### config.mk
export PLATFORM = sky130hd
export DESIGN_NAME = ps_strap_ctl
export DESIGN_NICKNAME = d
export VERILOG_FILES = /design/src/rtl/ps_pkg.sv /design/src/rtl/ps_sync.sv /design/src/rtl/ps_strap_capture.sv /design/src/rtl/ps_mode_sel.sv /design/src/rtl/ps_strap_ctl.sv
export SDC_FILE = /design/constraint.sdc
export NUM_CORES = 1
export LEC_CHECK = 0
export CAP_MARGIN = 20
export CELL_PAD_IN_SITES_DETAIL_PLACEMENT = 1
export CELL_PAD_IN_SITES_GLOBAL_PLACEMENT = 2
export CORE_UTILIZATION = 21
export CTS_CLUSTER_SIZE = 10
export DETAILED_ROUTE_END_ITERATION = 12
export GPL_ROUTABILITY_DRIVEN = 0
export PLACE_DENSITY = 0.7
export SYNTH_ARGS = -nofsm -noshare
export SYNTH_HDL_FRONTEND = slang
export SYNTH_HIERARCHICAL = 1
export SYNTH_SLANG_ARGS = --single-unit
### constraint.sdc
create_clock -name clk -period 0.8 [get_ports clk]
set_input_delay 0.08 -clock clk [delete_from_list [all_inputs] [get_ports clk]]
set_output_delay 0.08 -clock clk [all_outputs]
set_load 0.005 [all_outputs]
### src/rtl/ps_pkg.sv
package ps_pkg;

  typedef logic [1:0] mode_t;

  localparam mode_t MODE_LBW = 2'b00;
  localparam mode_t MODE_BYP = 2'b01;
  localparam mode_t MODE_RSV = 2'b10;
  localparam mode_t MODE_HBW = 2'b11;

  localparam logic FREQ_100 = 1'b1;

  // Fold the unused code onto bypass so that every consumer sees three values.
  function automatic mode_t fold_mode(input mode_t code);
    fold_mode = (code == MODE_RSV) ? MODE_BYP : code;
  endfunction

endpackage

### src/rtl/ps_sync.sv
module ps_sync #(
  parameter int   STAGES  = 2,
  parameter logic RST_VAL = 1'b0
) (
  input  logic clk,
  input  logic rst_n,
  input  logic d,
  output logic q
);

  logic [STAGES-1:0] chain_q;
  logic [STAGES-1:0] chain_d;

  generate
    for (genvar i = 0; i < STAGES; i++) begin : g_stage
      if (i == 0) begin : g_head
        assign chain_d[i] = d;
      end else begin : g_body
        assign chain_d[i] = chain_q[i-1];
      end
    end
  endgenerate

  always_ff @(posedge clk or negedge rst_n) begin
    if (!rst_n) begin
      chain_q <= {STAGES{RST_VAL}};
    end else begin
      chain_q <= chain_d;
    end
  end

  assign q = chain_q[STAGES-1];

endmodule

### src/rtl/ps_strap_capture.sv
module ps_strap_capture
  import ps_pkg::*;
(
  input  logic  clk,
  input  logic  rst_n,
  input  logic  pg_s,
  input  mode_t strap_mode,
  input  logic  strap_freq,
  output logic  cfg,
  output mode_t lat_mode,
  output logic  lat_freq,
  output logic  first_up,
  output logic  power_down
);

  logic  pg_prev_q, pg_prev_d;
  logic  cfg_q, cfg_d;
  logic  down_q, down_d;
  mode_t mode_q, mode_d;
  logic  freq_q, freq_d;
  logic  cap_en;
  logic  down_en;

  // Capture only on the very first rising edge; afterwards the edge is ignored here.
  assign cap_en  = pg_s & ~pg_prev_q & ~cfg_q;
  assign down_en = cfg_q & ~pg_s;

  always_comb begin
    pg_prev_d = pg_s;
    cfg_d     = cfg_q;
    mode_d    = mode_q;
    freq_d    = freq_q;
    down_d    = down_q;
    if (cap_en) begin
      cfg_d  = 1'b1;
      mode_d = fold_mode(strap_mode);
      freq_d = strap_freq;
    end
    if (down_en) begin
      down_d = 1'b1;
    end
  end

  always_ff @(posedge clk or negedge rst_n) begin
    if (!rst_n) begin
      pg_prev_q <= 1'b0;
      cfg_q     <= 1'b0;
      mode_q    <= MODE_BYP;
      freq_q    <= FREQ_100;
      down_q    <= 1'b0;
    end else begin
      pg_prev_q <= pg_prev_d;
      cfg_q     <= cfg_d;
      mode_q    <= mode_d;
      freq_q    <= freq_d;
      down_q    <= down_d;
    end
  end

  assign cfg        = cfg_q;
  assign lat_mode   = mode_q;
  assign lat_freq   = freq_q;
  assign first_up   = cfg_q & pg_s & ~down_q;
  assign power_down = cfg_q & ~pg_s;

endmodule

### src/rtl/ps_mode_sel.sv
module ps_mode_sel
  import ps_pkg::*;
(
  input  logic  cfg,
  input  mode_t lat_mode,
  input  logic  sw_en,
  input  mode_t sw_mode,
  output mode_t eff_mode,
  output logic  pll_on
);

  mode_t pick;

  always_comb begin
    if (!cfg) begin
      pick = MODE_BYP;
    end else if (sw_en) begin
      pick = fold_mode(sw_mode);
    end else begin
      pick = lat_mode;
    end
  end

  assign eff_mode = pick;
  assign pll_on   = (pick != MODE_BYP);

endmodule

### src/rtl/ps_strap_ctl.sv
module ps_strap_ctl
  import ps_pkg::*;
#(
  parameter int SYNC_STAGES = 2,
  parameter int RST_STAGES  = 2
) (
  input  logic       clk,
  input  logic       rst_n,
  input  logic       pwr_good,
  input  logic [1:0] strap_mode,
  input  logic       strap_freq,
  input  logic       sw_en,
  input  logic [1:0] sw_mode,
  output logic [1:0] eff_mode,
  output logic       freq_sel,
  output logic [1:0] rb_mode,
  output logic       pll_on,
  output logic       configured,
  output logic       in_first_up,
  output logic       in_power_down
);

  logic  rst_n_int;
  logic  pg_s;
  logic  cfg;
  mode_t lat_mode;
  logic  lat_freq;

  ps_sync #(.STAGES(RST_STAGES), .RST_VAL(1'b0)) u_rst_sync (
    .clk   (clk),
    .rst_n (rst_n),
    .d     (1'b1),
    .q     (rst_n_int)
  );

  ps_sync #(.STAGES(SYNC_STAGES), .RST_VAL(1'b0)) u_pg_sync (
    .clk   (clk),
    .rst_n (rst_n_int),
    .d     (pwr_good),
    .q     (pg_s)
  );

  ps_strap_capture u_cap (
    .clk        (clk),
    .rst_n      (rst_n_int),
    .pg_s       (pg_s),
    .strap_mode (strap_mode),
    .strap_freq (strap_freq),
    .cfg        (cfg),
    .lat_mode   (lat_mode),
    .lat_freq   (lat_freq),
    .first_up   (in_first_up),
    .power_down (in_power_down)
  );

  ps_mode_sel u_sel (
    .cfg      (cfg),
    .lat_mode (lat_mode),
    .sw_en    (sw_en),
    .sw_mode  (sw_mode),
    .eff_mode (eff_mode),
    .pll_on   (pll_on)
  );

  assign configured = cfg;
  assign rb_mode    = lat_mode;
  assign freq_sel   = lat_freq;

endmodule

==> impl_metrics.yaml <==
grt:
  grt_max_degree: 9
  gr-usage-all-layers_pct: 9.82
  grt-ovfl-total: 0
  grt_pass1_wl_microns: 1500
  antenna_found_initial: 0
  grt_pass1_vias: 395
floorplan:
  core-area_sq_mm: 0.00180
  die-area_sq_mm: 0.00220
  rows: 15
  io_pins: 18
  initial_utilization_pct: 23.5
  die-height_microns: 46.9
  fp.dieW_microns: 46.9
clocking:
  htreeDepth: 1
  cts_buffer_depth: 2
  insertion_delay_ps: 260
  clkTransAtPathRegs_ps: 70
  cts_tree: "done"
  clock_sinks: 10
  cts-root-buf: "clkbuf_4"
  cts_buffers: 3
timing:
  hold_violations: 0
  finalSetupViolCount: 14
  max_freq_mhz: 799
  slew_violations: 0
  fin_setup_tns_ps: -4200
  skew_ps: 3.08
  fin_ws_ps: -451
  grt_setup_unrepaired: "true"
  fin_crit_ps: 1250
  fin_crit_sh_pct: 156
synth:
  yosys_warnings: 6
  ys_seq_area_share_pct: 59.6
  synthDistinctLibCells: 19
  ys_seq_elements: 10
  synth_nets: 44
  synth_area_sq_um: 424
  netlist_instances: 35
  synth_area_per_cell_sq_um: 12.1
routing:
  routed_wl_microns: 944
  drc: 0
  vias: 364
  first_pass_iters: 2
  drt_iter0_drc: 1
  viasPerCell: 3.87
  antenna_left: 0
  wl_per_cell_microns: 10.0
outcome:
  status: "finished, violations left"
  violations: "setup timing"
critical_path:
  regToRegSetupSlack_ps: -450
  critPathArrivalTime_ps: 1430
  crit_type: "flop to flop"
  critPathLaunchType: "flop"
  crit_path_top_delay_cell: "dfrtp_2"
  slowest_delay_ps: 430
  critPathMaxFanout: 4
  crit_path_end_kind: "flop"
  path_cells: "buf_6 -> nor3b_4 -> buf_4 -> mux2i_1"
  required_ps: 980
cells_and_area:
  regArea_sq_um: 254
  n_antenna_cell: 0
  finalNonFillerCells: 94
  multi_input_area_sq_um: 159
  mostFrequentLayoutCells: "buf_6, buf_4, dfrtp_1, buf_2, clkdlybuf4s50_1"
  fillerInstances: 205
  nNetsFinal: 79
  area_growth_pct: 76.4
  final_util_pct: 41.5
  finalInstanceArea_sq_um: 748
  drive_above_1_share_pct: 50.7
place:
  port_buffers: 17
  dpl-instance-area_sq_um: 689
  place_inst: 85
  post-dp-hpwl_microns: 721
hold_path:
  hold_path.class: "flop to asynchronous set/reset pin"
power_and_ir_drop:
  powerDensity_mw_per_mm2: 1680
  p_leak_nw: 0.356
  total_power_mw: 1.26
  ir_worst_vdd_mv: 0.906
run:
  cap_violations: 0
path summary, 6_finish.rpt:
| check | start | end | cells after the start |
|---|---|---|---|
| max in group asynchronous | rst_n | u_rst_sync/chain_q[1] | 2 |
| min in group clk | pwr_good | u_pg_sync/chain_q[0] | 1 |
| max | u_cap/cfg | u_cap/lat_mode[1] | 4 |
| max reg2reg | u_cap/cfg | u_cap/lat_mode[1] | 4 |
| min | u_rst_sync/chain_q[1] | u_pg_sync/chain_q[1] | 0 |
| min reg2reg | u_rst_sync/chain_q[1] | u_pg_sync/chain_q[1] | 0 |
cells in the mapped netlist (all sizes together):
cell type	n	area share, %
nor2	4	3.5
conb	1	0.88
a21oi	1	1.2
a221oi	1	3.5
dfstp	2	12
a21o	1	2.1
xor2	1	2.1
o21ai	1	1.2
mux2	1	3.5
inv	4	3.5
mux2i	2	4.7
nand2	2	1.8
nand3	1	1.2
and2b	1	2.1
nor3b	2	6.2
nand2b	1	1.5
dfrtp	8	47
or2	1	1.5
critical path: cells and delay by family, from the launching register on:
| kind | cells | cell delay (ps) |
|---|---|---|
| buf+inv | 2 | 290 |
| flops | 1 | 430 |
| mux | 1 | 170 |
| simple gates | 1 | 280 |
sequential cells by signal (all words and copies together), names as in the netlist:
name,flops
u_cap/cfg,1
u_rst_sync/chain_q,2
u_pg_sync/chain_q,2
u_cap/pg_prev_q,1
u_cap/lat_freq,1
u_cap/down_q,1
u_cap/lat_mode,2
layout make-up:
type	instances	area share, %
Multi-Input combinational cell	21	21.2
Timing Repair Buffer	30	33.8
Sequential cell	10	33.9
Clock buffer	4	4.85
Tap cell	25	4.18
Inverter	4	2.01
through the flow:
stage / hold slack (ps) / setup WS (ps)
after floorplan: -216 / -280
after global placement: 137 / -758
after detailed placement: 132 / -801
after CTS: 138 / -457
after global routing: 171 / -499
final: 124 / -451
cells by family (layout without fill, tap and decap cells):
| family | count (synthesis) | count (layout) | share of synthesized area, % |
|---|---|---|---|
| simple gates | 12 | 12 | 17.7 |
| flops | 10 | 10 | 59.6 |
| compound gates | 4 | 4 | 7.96 |
| buf+inv | 4 | 38 | 3.54 |
| mux | 3 | 3 | 8.26 |
| other cells | 1 | 1 | 0.884 |
| xor+xnor | 1 | 1 | 2.07 |
what timing repair did:
item	CTS	global route
buffers inserted	3	1
hold buffers	1	0
endpoints found under the hold margin	2	0
gates cloned	0	0
resized for setup	44	3
setup endpoints to repair	14	14
pin swaps	3	1
power by group:
part / internal [mW] / switching (mW) / total [mW]
clock: 0.276 / 0.166 / 0.441
sequential: 0.550 / 0.0286 / 0.578
combinational: 0.159 / 0.0799 / 0.238
total: 0.984 / 0.274 / 1.26
metal layers:
layer / vias up / global-route usage, % / part of all wire (%)
li1: 179 / - / -
met4: 0 / 5.14 / 0
met2: 13 / 17.8 / 50
met1: 172 / 11.2 / 44
met3: 0 / 1.15 / 5.4
met5: - / 0 / 0
No activity file was read; power rests on OpenSTA's default activity.
